==> src/rtl/dtgate_pkg.sv <==
package dtgate_pkg;

    typedef enum logic [2:0] {
        ST_OFF     = 3'd0,
        ST_HS_WAIT = 3'd1,
        ST_HS_ON   = 3'd2,
        ST_LS_WAIT = 3'd3,
        ST_LS_ON   = 3'd4,
        ST_CLAMP   = 3'd5
    } gate_state_t;

    typedef enum logic [1:0] {
        SIDE_NONE = 2'd0,
        SIDE_HI   = 2'd1,
        SIDE_LO   = 2'd2
    } side_t;

    typedef struct packed {
        logic clamp_n;
        logic en;
        logic rect;
        logic drive;
        logic lsg_fb;
        logic sw_fb;
    } ctl_t;

    localparam int CTL_W = $bits(ctl_t);

    localparam ctl_t CTL_IDLE = '{clamp_n: 1'b1, en: 1'b0, rect: 1'b0,
                                  drive: 1'b0, lsg_fb: 1'b0, sw_fb: 1'b0};

    function automatic side_t pick_side(input ctl_t c);
        if (c.drive)
            return SIDE_HI;
        else if (c.rect)
            return SIDE_LO;
        else
            return SIDE_NONE;
    endfunction

    function automatic logic is_wait(input gate_state_t s);
        return (s == ST_HS_WAIT) || (s == ST_LS_WAIT);
    endfunction

endpackage

==> src/rtl/dtgate_sync.sv <==
module dtgate_sync #(
    parameter int             W       = 1,
    parameter int             STAGES  = 2,
    parameter logic [W-1:0]   RST_VAL = '0
) (
    input  logic         clk,
    input  logic         rst,
    input  logic [W-1:0] d_i,
    output logic [W-1:0] q_o
);
    logic [W-1:0] stg_q [STAGES];

    for (genvar i = 0; i < STAGES; i++) begin : g_stage
        if (i == 0) begin : g_first
            always_ff @(posedge clk) begin
                if (rst) stg_q[i] <= RST_VAL;
                else     stg_q[i] <= d_i;
            end
        end else begin : g_next
            always_ff @(posedge clk) begin
                if (rst) stg_q[i] <= RST_VAL;
                else     stg_q[i] <= stg_q[i-1];
            end
        end
    end

    assign q_o = stg_q[STAGES-1];
endmodule

==> src/rtl/dtgate_wait_timer.sv <==
module dtgate_wait_timer #(
    parameter int MIN_DT     = 4,
    parameter int WAIT_LIMIT = 256
) (
    input  logic clk,
    input  logic rst,
    input  logic hold_i,
    output logic dt_done_o,
    output logic expired_o
);
    localparam int CW      = $clog2(WAIT_LIMIT + 1);
    localparam logic [CW-1:0] DT_LAST  = CW'(MIN_DT - 1);
    localparam logic [CW-1:0] TMO_LAST = CW'(WAIT_LIMIT - 1);

    logic [CW-1:0] cnt_q;

    always_ff @(posedge clk) begin
        if (rst || !hold_i)
            cnt_q <= '0;
        else if (cnt_q != TMO_LAST)
            cnt_q <= cnt_q + 1'b1;
    end

    assign dt_done_o = (cnt_q >= DT_LAST);
    assign expired_o = (cnt_q >= TMO_LAST);

    AST_EXPIRE_AFTER_DT: assert property (@(posedge clk) disable iff (rst)
        expired_o |-> dt_done_o) else $error("expiry before dead time");
endmodule

==> src/rtl/dtgate_fsm.sv <==
module dtgate_fsm
    import dtgate_pkg::*;
(
    input  logic clk,
    input  logic rst,
    input  ctl_t ctl_i,
    input  logic dt_done_i,
    input  logic expired_i,
    output logic hold_o,
    output logic hs_on_o,
    output logic ls_on_o,
    output logic fault_o
);
    gate_state_t state_q, state_d;
    logic        fault_q, fault_d;
    side_t       side;

    always_comb begin
        state_d = state_q;
        fault_d = fault_q;
        side    = pick_side(ctl_i);
        if (!ctl_i.clamp_n) begin
            state_d = ST_CLAMP;
        end else if (state_q == ST_CLAMP) begin
            state_d = ST_LS_ON;
        end else if (!ctl_i.en) begin
            state_d = ST_OFF;
            fault_d = 1'b0;
        end else if (fault_q) begin
            state_d = ST_OFF;
        end else begin
            unique case (state_q)
                ST_HS_WAIT: begin
                    if (side == SIDE_HI) begin
                        if (dt_done_i && !ctl_i.lsg_fb) begin
                            state_d = ST_HS_ON;
                        end else if (expired_i) begin
                            state_d = ST_OFF;
                            fault_d = 1'b1;
                        end
                    end else if (side == SIDE_LO) begin
                        state_d = ST_LS_WAIT;
                    end else begin
                        state_d = ST_OFF;
                    end
                end
                ST_LS_WAIT: begin
                    if (side == SIDE_LO) begin
                        if (dt_done_i && !ctl_i.sw_fb) begin
                            state_d = ST_LS_ON;
                        end else if (expired_i) begin
                            state_d = ST_OFF;
                            fault_d = 1'b1;
                        end
                    end else if (side == SIDE_HI) begin
                        state_d = ST_HS_WAIT;
                    end else begin
                        state_d = ST_OFF;
                    end
                end
                ST_OFF, ST_HS_ON, ST_LS_ON: begin
                    if (side == SIDE_HI)
                        state_d = (state_q == ST_HS_ON) ? ST_HS_ON : ST_HS_WAIT;
                    else if (side == SIDE_LO)
                        state_d = (state_q == ST_LS_ON) ? ST_LS_ON : ST_LS_WAIT;
                    else
                        state_d = ST_OFF;
                end
                default: state_d = ST_OFF;
            endcase
        end
    end

    always_ff @(posedge clk) begin
        if (rst) begin
            state_q <= ST_OFF;
            fault_q <= 1'b0;
        end else begin
            state_q <= state_d;
            fault_q <= fault_d;
        end
    end

    assign hold_o  = is_wait(state_q) && (state_d == state_q);
    assign hs_on_o = (state_q == ST_HS_ON);
    assign ls_on_o = (state_q == ST_LS_ON) || (state_q == ST_CLAMP);
    assign fault_o = fault_q;

    AST_CLAMP_FORCES_LS: assert property (@(posedge clk) disable iff (rst)
        !ctl_i.clamp_n |=> (ls_on_o && !hs_on_o)) else $error("clamp ignored");
    AST_DISABLE_OFF: assert property (@(posedge clk) disable iff (rst)
        (ctl_i.clamp_n && !ctl_i.en && state_q != ST_CLAMP) |=> (!hs_on_o && !ls_on_o && !fault_o))
        else $error("disable not honoured");
    AST_NONSYNC_LS_OFF: assert property (@(posedge clk) disable iff (rst)
        (ctl_i.clamp_n && !ctl_i.rect && state_q != ST_CLAMP) |=> !ls_on_o)
        else $error("low side on in non-sync mode");
    AST_HS_AFTER_LSG_LOW: assert property (@(posedge clk) disable iff (rst)
        $rose(hs_on_o) |-> $past(!ctl_i.lsg_fb)) else $error("high side early");
    AST_LS_AFTER_SW_LOW: assert property (@(posedge clk) disable iff (rst)
        ($rose(ls_on_o) && state_q == ST_LS_ON) |-> $past(!ctl_i.sw_fb))
        else $error("low side early");
    AST_MIN_DEADTIME: assert property (@(posedge clk) disable iff (rst)
        ($rose(hs_on_o) || ($rose(ls_on_o) && state_q == ST_LS_ON)) |-> $past(dt_done_i))
        else $error("dead time cut short");
    AST_FAULT_STICKY: assert property (@(posedge clk) disable iff (rst)
        (fault_o && ctl_i.en) |=> fault_o) else $error("fault lost");
    AST_FAULT_OUTPUTS_OFF: assert property (@(posedge clk) disable iff (rst)
        $rose(fault_o) |-> (!hs_on_o && !ls_on_o)) else $error("gate on at fault");
    AST_CLAMP_EXIT_LS: assert property (@(posedge clk) disable iff (rst)
        (state_q == ST_CLAMP && ctl_i.clamp_n) |=> (ls_on_o && !hs_on_o))
        else $error("bad clamp exit");
    AST_NO_OVERLAP: assert property (@(posedge clk) disable iff (rst)
        !(hs_on_o && ls_on_o)) else $error("shoot-through");
endmodule

==> src/rtl/dtgate_top.sv <==
module dtgate_top
    import dtgate_pkg::*;
#(
    parameter bit CMD_INVERT = 1'b0,
    parameter int SYNC_STAGES = 2,
    parameter int MIN_DT      = 4,
    parameter int WAIT_LIMIT  = 256
) (
    input  logic clk,
    input  logic rst,
    input  logic cmd_i,
    input  logic en_i,
    input  logic rect_en_i,
    input  logic clamp_n_i,
    input  logic lsg_fb_i,
    input  logic sw_fb_i,
    output logic hs_on_o,
    output logic ls_on_o,
    output logic fault_o
);
    ctl_t raw_c, syn_c, ctl_c;
    logic dt_done, expired, hold;

    assign raw_c = '{clamp_n: clamp_n_i, en: en_i, rect: rect_en_i,
                     drive: cmd_i, lsg_fb: lsg_fb_i, sw_fb: sw_fb_i};

    dtgate_sync #(
        .W       (CTL_W),
        .STAGES  (SYNC_STAGES),
        .RST_VAL (CTL_IDLE)
    ) u_sync (
        .clk (clk),
        .rst (rst),
        .d_i (raw_c),
        .q_o (syn_c)
    );

    if (CMD_INVERT) begin : g_cmd_inv
        always_comb begin
            ctl_c       = syn_c;
            ctl_c.drive = ~syn_c.drive;
        end
    end else begin : g_cmd_pass
        always_comb ctl_c = syn_c;
    end

    dtgate_wait_timer #(
        .MIN_DT     (MIN_DT),
        .WAIT_LIMIT (WAIT_LIMIT)
    ) u_timer (
        .clk       (clk),
        .rst       (rst),
        .hold_i    (hold),
        .dt_done_o (dt_done),
        .expired_o (expired)
    );

    dtgate_fsm u_fsm (
        .clk       (clk),
        .rst       (rst),
        .ctl_i     (ctl_c),
        .dt_done_i (dt_done),
        .expired_i (expired),
        .hold_o    (hold),
        .hs_on_o   (hs_on_o),
        .ls_on_o   (ls_on_o),
        .fault_o   (fault_o)
    );

    AST_RESET_IDLE: assert property (@(posedge clk)
        rst |=> (!hs_on_o && !ls_on_o && !fault_o)) else $error("reset state");
endmodule

==> config.mk <==
export PLATFORM = sky130hd
export DESIGN_NAME = dtgate_top
export DESIGN_NICKNAME = d
export VERILOG_FILES = /design/src/rtl/dtgate_pkg.sv /design/src/rtl/dtgate_sync.sv /design/src/rtl/dtgate_wait_timer.sv /design/src/rtl/dtgate_fsm.sv /design/src/rtl/dtgate_top.sv
export SDC_FILE = /design/constraint.sdc
export NUM_CORES = 1
export LEC_CHECK = 0
export ABC_AREA = 1
export BUFFER_PORTS_ARGS = -buffer_cell sky130_fd_sc_hd__buf_4
export CAP_MARGIN = 0
export CORE_AREA = 2 2 49 51
export CTS_CLUSTER_SIZE = 12
export DETAILED_ROUTE_END_ITERATION = 10
export DIE_AREA = 0 0 51 53
export PLACE_DENSITY_LB_ADDON = 0.12
export SYNTH_ARGS = -nofsm -noshare
export SYNTH_HDL_FRONTEND = slang
export SYNTH_HIERARCHICAL = 1
export SYNTH_SLANG_ARGS = --single-unit
==> constraint.sdc <==
create_clock -name clk -period 2.75 [get_ports clk]
set_input_delay 0.6875 -clock clk [delete_from_list [all_inputs] [get_ports clk]]
set_output_delay 0.6875 -clock clk [all_outputs]
set_load 0.01 [all_outputs]
==> impl_metrics.ini, run 1 <==
[job]
drv_cap = 0

[synthesis]
postSynthCellCount = 178
synth.distinct_cells = 21
syn_avg_cell_area_um2 = 6.727
synth_nets = 188
syn_area_um2 = 1197
synth_top_area_share = 0.4180
synth_warnings = 6
ys_seq_area_frac = 0.4180
synth_top_area_cell = dfxtp_1
synth.area.top_cells = dfxtp_1, nand2_1, inv_1
synth-seq-cells = 25

[timing]
slew_headroom = 0.8276
hold_ws_ps = 412.7
fmax_ghz = 0.4327
skew_ps = 5.235
finalWorstSetupSlack_ps = 439.0
finalSetupViolations = 0
worstMarginPinSlew_ps = 256.2
final_hold_viol_count = 0
post-route-period-util = 0.8404
fin_crit_ps = 2311
final.setup.tns_ps = 0
drv_slew = 0
rsz0062_at_grt = false

[setup_path]
r2r_setup_slack_ps = 440
reg2reg_from = u_timer/cnt_q[0]
critPathRequiredTime_ps = 2990
start_kind = flip-flop
crit_end = u_timer/cnt_q[2]
worstSetupStartpoint = u_timer/cnt_q[0]
r2r_cells = 19
r2r-end = u_timer/cnt_q[2]
path_max_fanout = 7
endpoint_kind = flip-flop
cp.arrival_ps = 2550
critPathKind = reg2reg

[routing]
first_pass_iters = 4
route.detailed.drc = 0
viasPerCell = 4.736
ant_nets = 0
wl_met1_um = 1032
drt-initial-drc-count = 26
routed_wl_um = 2129
dr_total_vias = 1042
wl_per_cell_um = 9.677
routed-wl-met2_um = 959
dr_wl_met3_um = 124
top_layer = met4

[pwr]
switching_share = 0.2293
power_frac_seq = 0.653
ir_drop_v = 0.0003455
power.total_mw = 0.5769
p_comb_frac = 0.064
p_leak_nw = 0.6223
p_clk_frac = 0.283
internal_power_mw = 0.4446
switchingPower_mw = 0.1323
power.density_nw_per_um2 = 433.7

[clock_network]
clkTransAtPathRegs_ps = 140
clk_latency_ps = 310
cts_tree = yes
h-tree-depth = 1
cts_made_buffers = 3
root_buffer = clkbuf_4
clockBufferDepth = 2
cts_hold_buf = 0
cts_post_setup_buffers_inserted = 0
cts.sinks = 25
cts_resized = 0

[global_route]
antenna_found_initial = 0
grt_pass1_vias = 946
grt.total_usage = 0.1837
grt_pass1_wl_um = 3801
grt_overflow = 0
grt_max_degree = 17

[place]
dpl.hpwl_um = 1636
dpl_cell_area_um2 = 1304
place_ws_ps = 495.9
placed_cells = 216
io_buffers = 10
globalplace.congestion = 0.9673

[layout]
final_util = 0.6191
num_antenna_cells = 0
final_common_cell = nand2_1
drive_gt1_frac = 0.1563
num-fill-cells = 205
fin_nets = 203
layoutNonFillerInstCount = 220
design_area_um2 = 1330
final_cell_mix = nand2_1, nor2_1, inv_1, dfxtp_1, buf_4
synthToLayoutAreaGrowth_pct = 11.08

[die]
rows = 17
core_area_um2 = 2148
dieArea_um2 = 2703
initial_utilization = 0.5574
die_w_um = 51
die_y_um = 53
design.portCount = 11

[status]
status = finished, final reports clean

[worst_hold_path]
hp-class = reg2reg
how the worst min path moves through the flow:
stage | end | cells after the start | slack (ps) | from
floorplan | u_sync/stg_q[1][5] | 2 | 390 | u_sync/stg_q[0][5]
global placement | u_sync/stg_q[1][5] | 2 | 390 | u_sync/stg_q[0][5]
detailed placement | u_sync/stg_q[1][5] | 2 | 390 | u_sync/stg_q[0][5]
CTS | u_sync/stg_q[1][3] | 2 | 420 | u_sync/stg_q[0][3]
global route | u_sync/stg_q[1][4] | 2 | 420 | u_sync/stg_q[0][4]
finish | u_sync/stg_q[1][3] | 2 | 410 | u_sync/stg_q[0][3]
cell usage after synthesis:
cell type  number
nand2_1        47
inv_1          31
nor2_1         31
dfxtp_1        25
a21oi_1        10
nand3_1         7
nor2_2          4
nand2_2         3
nor2_4          3
a21oi_2         2
ha_1            2
inv_2           2
nor3_1          2
o21ai_1         2
buf_6           1
clkinv_2        1
nand3_2         1
nand4_1         1
nor4_1          1
o21bai_1        1
xor2_1          1
routing by layer:
layer,global-route usage,vias to the layer above
met5,0,-
met4,0.05405,0
met3,0.04520,2
met2,0.2900,30
met1,0.2478,451
li1,-,559
registers in the layout, indices dropped and copies added, names as in the netlist:
signal         flops
u_sync/stg_q      12
u_timer/cnt_q      9
u_fsm/state_q      3
u_fsm/fault_o      1
cells by family (layout without fill, tap and decap cells):
family	Yosys count	in the layout	share of synthesized area
adder cells (fa/ha/maj)	2	2	0.02090
AND/OR/NAND/NOR	100	100	0.3657
XOR/XNOR	1	1	0.007316
AO/OA/AOI/OAI	15	15	0.07106
flip-flops	25	25	0.4180
buffers and inverters	35	49	0.1170
worst max-delay path, stage by stage, from the launching register on:
cell and delay (ps):
dfxtp_1 360, ha_1 240, nand2_1 110, nor2_1 60
ha_1 190, nor2_1 80, o21ai_1 80, inv_1 80
nand2_1 80, nand2_1 60, nand2_1 40, nand2_1 80
nand2_1 70, nand2_1 80, nand3_2 60, nor2_2 100
inv_1 60, nor2_4 150, inv_1 90, nor3_1 160
area by class of cell:
cell class                 count  area, µm²  area share
sequential                    25      500.5      0.3763
timing repair buffer          11      82.58     0.06209
clock buffer                   4      26.28     0.01976
tap                           28      35.03     0.02634
inverter                      34      128.9     0.09690
multi-input combinational    118      556.8      0.4186
power groups by stage:
stage | Clock [mW] | Combinational, mW | Sequential (mW)
after floorplan | 0 | 0.0246 | 0.383
after detailed placement | 0 | 0.0367 | 0.385
after global placement | 0 | 0.0361 | 0.384
after CTS | 0.168 | 0.0368 | 0.377
final | 0.163 | 0.0369 | 0.376
after global routing | 0.185 | 0.0426 | 0.378
Note: power is estimated with default switching activity, not from simulation.
==> inputs of run 2 (changes only) <==
==> constraint.sdc (replaced) <==
create_clock -name clk -period 2.4 [get_ports clk]
set_input_delay 0.6 -clock clk [delete_from_list [all_inputs] [get_ports clk]]
set_output_delay 0.6 -clock clk [all_outputs]
set_load 0.01 [all_outputs]
==> impl_metrics.ini, run 2 (same netlist as run 1, synthesis figures left out) <==
[status]
status = finished, final reports clean

[setup_path]
worstSetupStartpoint = u_timer/cnt_q[6]
path_max_fanout = 4
start_kind = flip-flop
endpoint_kind = flip-flop
critPathMostFrequentCell = nand2_1
cp_slowest_stage_delay_ps = 390
reg2reg_from = u_timer/cnt_q[6]
worstPathCellList = nand2_2, nor2_4, nand2_2, nor2_2, ha_2, nor2_1, o21ai_1, inv_1, nand2_1, nand2_1, nand2_1, nand2_1, nand3_1, nand3_2, nor2_2, inv_2, nor2_4, buf_6, nand2_1, nor2_1
critPathKind = reg2reg
cpMaxStageDelayCell = dfxtp_2
critPathRequiredTime_ps = 2660
cp.arrival_ps = 2500
r2r_cells = 20

[place]
globalplace.congestion = 0.9726
dpl.hpwl_um = 1607
placed_cells = 216
io_buffers = 10

[layout]
synthToLayoutAreaGrowth_pct = 19.64
final_common_cell = nand2_1
reg_top3 = u_sync/stg_q (12), u_timer/cnt_q (9), u_fsm/state_q (3)
final_cell_mix = nand2_1, nor2_1, inv_1, dfxtp_1, buf_4
drive_gt1_frac = 0.2613
largest_reg_flops = 12
final_util = 0.6669
top_register = u_sync/stg_q
num_antenna_cells = 0
fin_nets = 210
layoutNonFillerInstCount = 227

[routing]
first_pass_iters = 4
viasPerCell = 4.670
route.detailed.drc = 0
dr_total_vias = 1060
drt-initial-drc-count = 26
ant_nets = 0
routed_wl_um = 2248
wl_per_cell_um = 9.903

[die]
design.portCount = 11
die_w_um = 51
initial_utilization = 0.5574
rows = 17
die_y_um = 53
dieArea_um2 = 2703
core_area_um2 = 2148

[job]
drv_cap = 0

[global_route]
grt_overflow = 0
antenna_found_initial = 0
grt.total_usage = 0.1700
grt_max_degree = 17
grt_pass1_wl_um = 3429
grt_pass1_vias = 839

[timing]
final.setup.tns_ps = 0
finalSetupViolations = 0
hold_ws_ps = 412.4
final_hold_viol_count = 0
worstMarginPinSlew_ps = 285.9
drv_slew = 0
post-route-period-util = 0.9322
fmax_ghz = 0.4470
fin_crit_ps = 2237
skew_ps = 4.396
slew_headroom = 0.8077

[clock_network]
h-tree-depth = 1
root_buffer = clkbuf_4
clockBufferDepth = 2
clk_latency_ps = 320
cts.sinks = 25
clkTransAtPathRegs_ps = 140
cts_tree = yes
cts_made_buffers = 3

[pwr]
power.density_nw_per_um2 = 463.4
power.total_mw = 0.6638
p_leak_nw = 0.6627
ir_drop_v = 0.0003683

[worst_hold_path]
hold_depth = 2
hp-class = reg2reg
min_from = u_sync/stg_q[0][4]
[run 2: stage by stage]
stage	cell area, µm²	worst slack [ps]
2_1_floorplan	1197	213.1
3_3_place_gp	1304	228.3
3_5_place_dp	1304	89.35
4_1_cts	1334	55.00
5_1_grt	1433	-51.50
6_report	1433	162.7
[run 2: what timing repair did]
action | in CTS | in global routing
endpoints found under the setup margin | 0 | 9
hold buffers | 0 | 0
setup buffers | 0 | 7
resized for setup | 0 | 18
[run 2: power breakdown]
group | switching, mW | total [mW] | internal (mW)
registers | 0.00562 | 0.429 | 0.424
logic | 0.0237 | 0.0437 | 0.0200
clock network | 0.127 | 0.191 | 0.0637
total | 0.156 | 0.664 | 0.507
[run 2: worst paths after layout]
path / to / slack (ps)
worst max-delay path: u_timer/cnt_q[3] / 160
worst min-delay path: u_sync/stg_q[1][4] / 410
worst max register to register: u_timer/cnt_q[3] / 160
worst min register to register: u_sync/stg_q[1][4] / 410
[run 2: cell type report]
cell class                 count  area [µm²]
multi-input combinational    118       586.8
clock buffer                   3       22.52
fill                         194       715.7
tap                           28       35.03
timing repair buffer          18       138.9
inverter                      34       128.9
sequential                    25       513.0
clock inverter                 1       7.507
[run 2: worst max-delay path: cells and delay by family, from the launching register on]
family	cells	cell delay, ps
flops	1	390
fa+ha+maj	1	180
buf+inv	3	240
simple gates	15	1260
compound gates	1	100
[run 2: layer usage]
metal	vias up	track usage	share of wire
met3	4	0.03390	0.037
met4	0	0.08108	0.013
met5	-	0	0
met2	17	0.2489	0.46
li1	574	-	-
met1	465	0.2381	0.49
==> inputs of run 3 (changes only) <==
--- a/config.mk
+++ b/config.mk
@@ -5,7 +5,7 @@
 export SDC_FILE = /design/constraint.sdc
 export NUM_CORES = 1
 export LEC_CHECK = 0
-export ABC_AREA = 1
+export ABC_AREA = 0
 export BUFFER_PORTS_ARGS = -buffer_cell sky130_fd_sc_hd__buf_4
 export CAP_MARGIN = 0
 export CORE_AREA = 2 2 49 51
==> impl_metrics.ini, run 3 <==
[setup_path]
r2r-end = u_timer/cnt_q[6]
critPathRequiredTime_ps = 2660
endpoint_kind = flip-flop
crit_end = u_timer/cnt_q[6]
reg2reg_from = u_timer/cnt_q[5]
r2r_cells = 12
critPathKind = reg2reg
start_kind = flip-flop
r2r_setup_slack_ps = 190
cpMaxStageDelayCell = dfxtp_2
cp_slowest_stage_delay_ps = 390
path_max_fanout = 9
cp.arrival_ps = 2480
critPathMostFrequentCell = nor2_1
worstSetupStartpoint = u_timer/cnt_q[5]
worstPathCellList = nand4_1, or2_2, nor2_1, ha_1, nor2_1, o21ai_0, o211a_1, o21ai_2, xor2_1, nor3_2, nand2b_4, a21oi_1

[die]
rows = 17
design.portCount = 11
die_y_um = 53
dieArea_um2 = 2703
die_w_um = 51
initial_utilization = 0.5405
core_area_um2 = 2148

[worst_hold_path]
hold_depth = 1
hp-class = reg2reg

[routing]
wl_per_cell_um = 11.54
dr_total_vias = 907
first_pass_iters = 4
ant_nets = 0
routed_wl_um = 1928
route.detailed.drc = 0
viasPerCell = 5.431
drt-initial-drc-count = 17

[clock_network]
clk_latency_ps = 320
cts_made_buffers = 3
cts_hold_buf = 0
cts.sinks = 25
clkTransAtPathRegs_ps = 130
clockBufferDepth = 2
h-tree-depth = 1
cts_tree = yes
root_buffer = clkbuf_4

[synthesis]
synthFlopType = dfxtp_1
synth_top_area_share = 0.4310
yosysMostFrequentCell = dfxtp_1
synth_nets = 134
synth.area.top_cells = dfxtp_1, nor2b_1, nor2_1
ys_seq_area_frac = 0.4310
async_reset_ff_frac = 0
synth_edf_count = 0
syn_area_um2 = 1161
synth_top_area_cell = dfxtp_1
synth_warnings = 6
synth-seq-cells = 25
syn_avg_cell_area_um2 = 9.364
synth.distinct_cells = 45
postSynthCellCount = 124
synthTopCellsByCount = dfxtp_1, nor2b_1, nor2_1

[global_route]
antenna_found_initial = 0
grt.total_usage = 0.1792
grt_max_degree = 18
grt_pass1_vias = 855
grt_pass1_wl_um = 3546
grt_overflow = 0

[layout]
drive_gt1_frac = 0.2158
fin_nets = 150
num-fill-cells = 203
reg_top3 = u_sync/stg_q (12), u_timer/cnt_q (9), u_fsm/state_q (3)
final_cell_mix = dfxtp_1, buf_4, nor2b_1, nor2_1
num_antenna_cells = 0
final_common_cell = dfxtp_1
top_register = u_sync/stg_q
synthToLayoutAreaGrowth_pct = 12.93
largest_reg_flops = 12
design_area_um2 = 1311

[timing]
post-route-period-util = 0.9221
final_hold_viol_count = 0
fmax_ghz = 0.4519
finalSetupViolations = 0
fin_crit_ps = 2213
drv_slew = 0
worstMarginPinSlew_ps = 432.5
slew_headroom = 0.7071
rsz0062_at_grt = false
skew_ps = 2.744

[pwr]
p_leak_nw = 0.5550
ir_drop_v = 0.0004202
power.density_nw_per_um2 = 497.7
power.total_mw = 0.6526

[place]
io_buffers = 10
dpl.hpwl_um = 1414
globalplace.congestion = 0.8338
dpl_cell_area_um2 = 1271

[status]
status = finished, final reports clean

[job]
drv_cap = 0
## run 3: cell types whose count changed after synthesis, sizes merged, moves of 4 or more
| cell | change |
|---|---|
| nor2 | -28 |
| or2 | +4 |
| nand3 | -4 |
| nor2b | +15 |
| inv | -27 |
| a21oi | -6 |
| nand2 | -44 |
## run 3: how the worst min path moves through the flow
stage	from	end	slack, ps
6_report	u_sync/stg_q[0][5]	u_sync/stg_q[1][5]	430
5_1_grt	clamp_n_i	u_sync/stg_q[0][5]	430
4_1_cts	clamp_n_i	u_sync/stg_q[0][5]	430
3_5_place_dp	u_sync/stg_q[0][5]	u_sync/stg_q[1][5]	400
3_3_place_gp	u_sync/stg_q[0][5]	u_sync/stg_q[1][5]	390
2_1_floorplan	u_sync/stg_q[0][5]	u_sync/stg_q[1][5]	380
## run 3: final cells by class
| class | instances | area [µm²] | area share |
|---|---|---|---|
| flip-flops and latches | 25 | 503.0 | 0.3836 |
| multi-input cells | 88 | 600.6 | 0.4580 |
| inverters | 6 | 22.52 | 0.01718 |
| clock buffers | 3 | 22.52 | 0.01718 |
| well taps | 28 | 35.03 | 0.02672 |
| clock inverters | 1 | 7.507 | 0.005725 |
| repair buffers | 16 | 120.1 | 0.09160 |
## run 3: what timing repair did
action                                  CTS  global route
endpoints found under the hold margin     0             0
gates cloned                              0             0
resized for setup                         1             3
endpoints found under the setup margin    7             9
pin swaps                                 0             1
buffers inserted                          0             0
## run 3: through the flow
stage / hold slack [ps] / TNS, ps / instances / worst slack (ps) / util
final: 426.0 / 0 / 167 / 186.9 / 0.6104
after global routing: 433.8 / 0 / 167 / 20.10 / 0.6104
after CTS: 428.7 / 0 / 167 / 43.91 / 0.6069
after detailed placement: 398.2 / -2.717 / 163 / -2.717 / 0.5917
after global placement: 387.2 / 0 / 163 / 90.99 / 0.5917
after floorplan: 383.2 / 0 / 124 / 22.29 / -
## run 3: cell families after synthesis
group,count (synthesis),synth area share
AND/OR/NAND/NOR,57,0.3103
buffers and inverters,11,0.05819
flip-flops,25,0.4310
adder cells (fa/ha/maj),2,0.02155
XOR/XNOR,5,0.03771
multiplexers,1,0.008621
AO/OA/AOI/OAI,23,0.1326
## run 3: worst max-delay path, delay by kind of cell, from the launching register on
kind                     cells  cell delay [ps]
AND/OR/NAND/NOR              6              890
AO/OA/AOI/OAI                4              550
flip-flops                   1              390
adder cells (fa/ha/maj)      1              160
XOR/XNOR                     1              150
## run 3: per-layer routing
metal	routed length, µm	part of all wire	global-route usage	vias up
met4	44	0.023	0.1216	0
li1	-	-	-	466
met1	921	0.48	0.2220	414
met2	891	0.46	0.2814	21
met3	69	0.036	0.03390	6
met5	0	0	0	-
## run 3: where the power goes
part	internal, mW	switching, mW
Combinational	0.0187	0.0135
Sequential	0.425	0.00594
Clock	0.0638	0.125
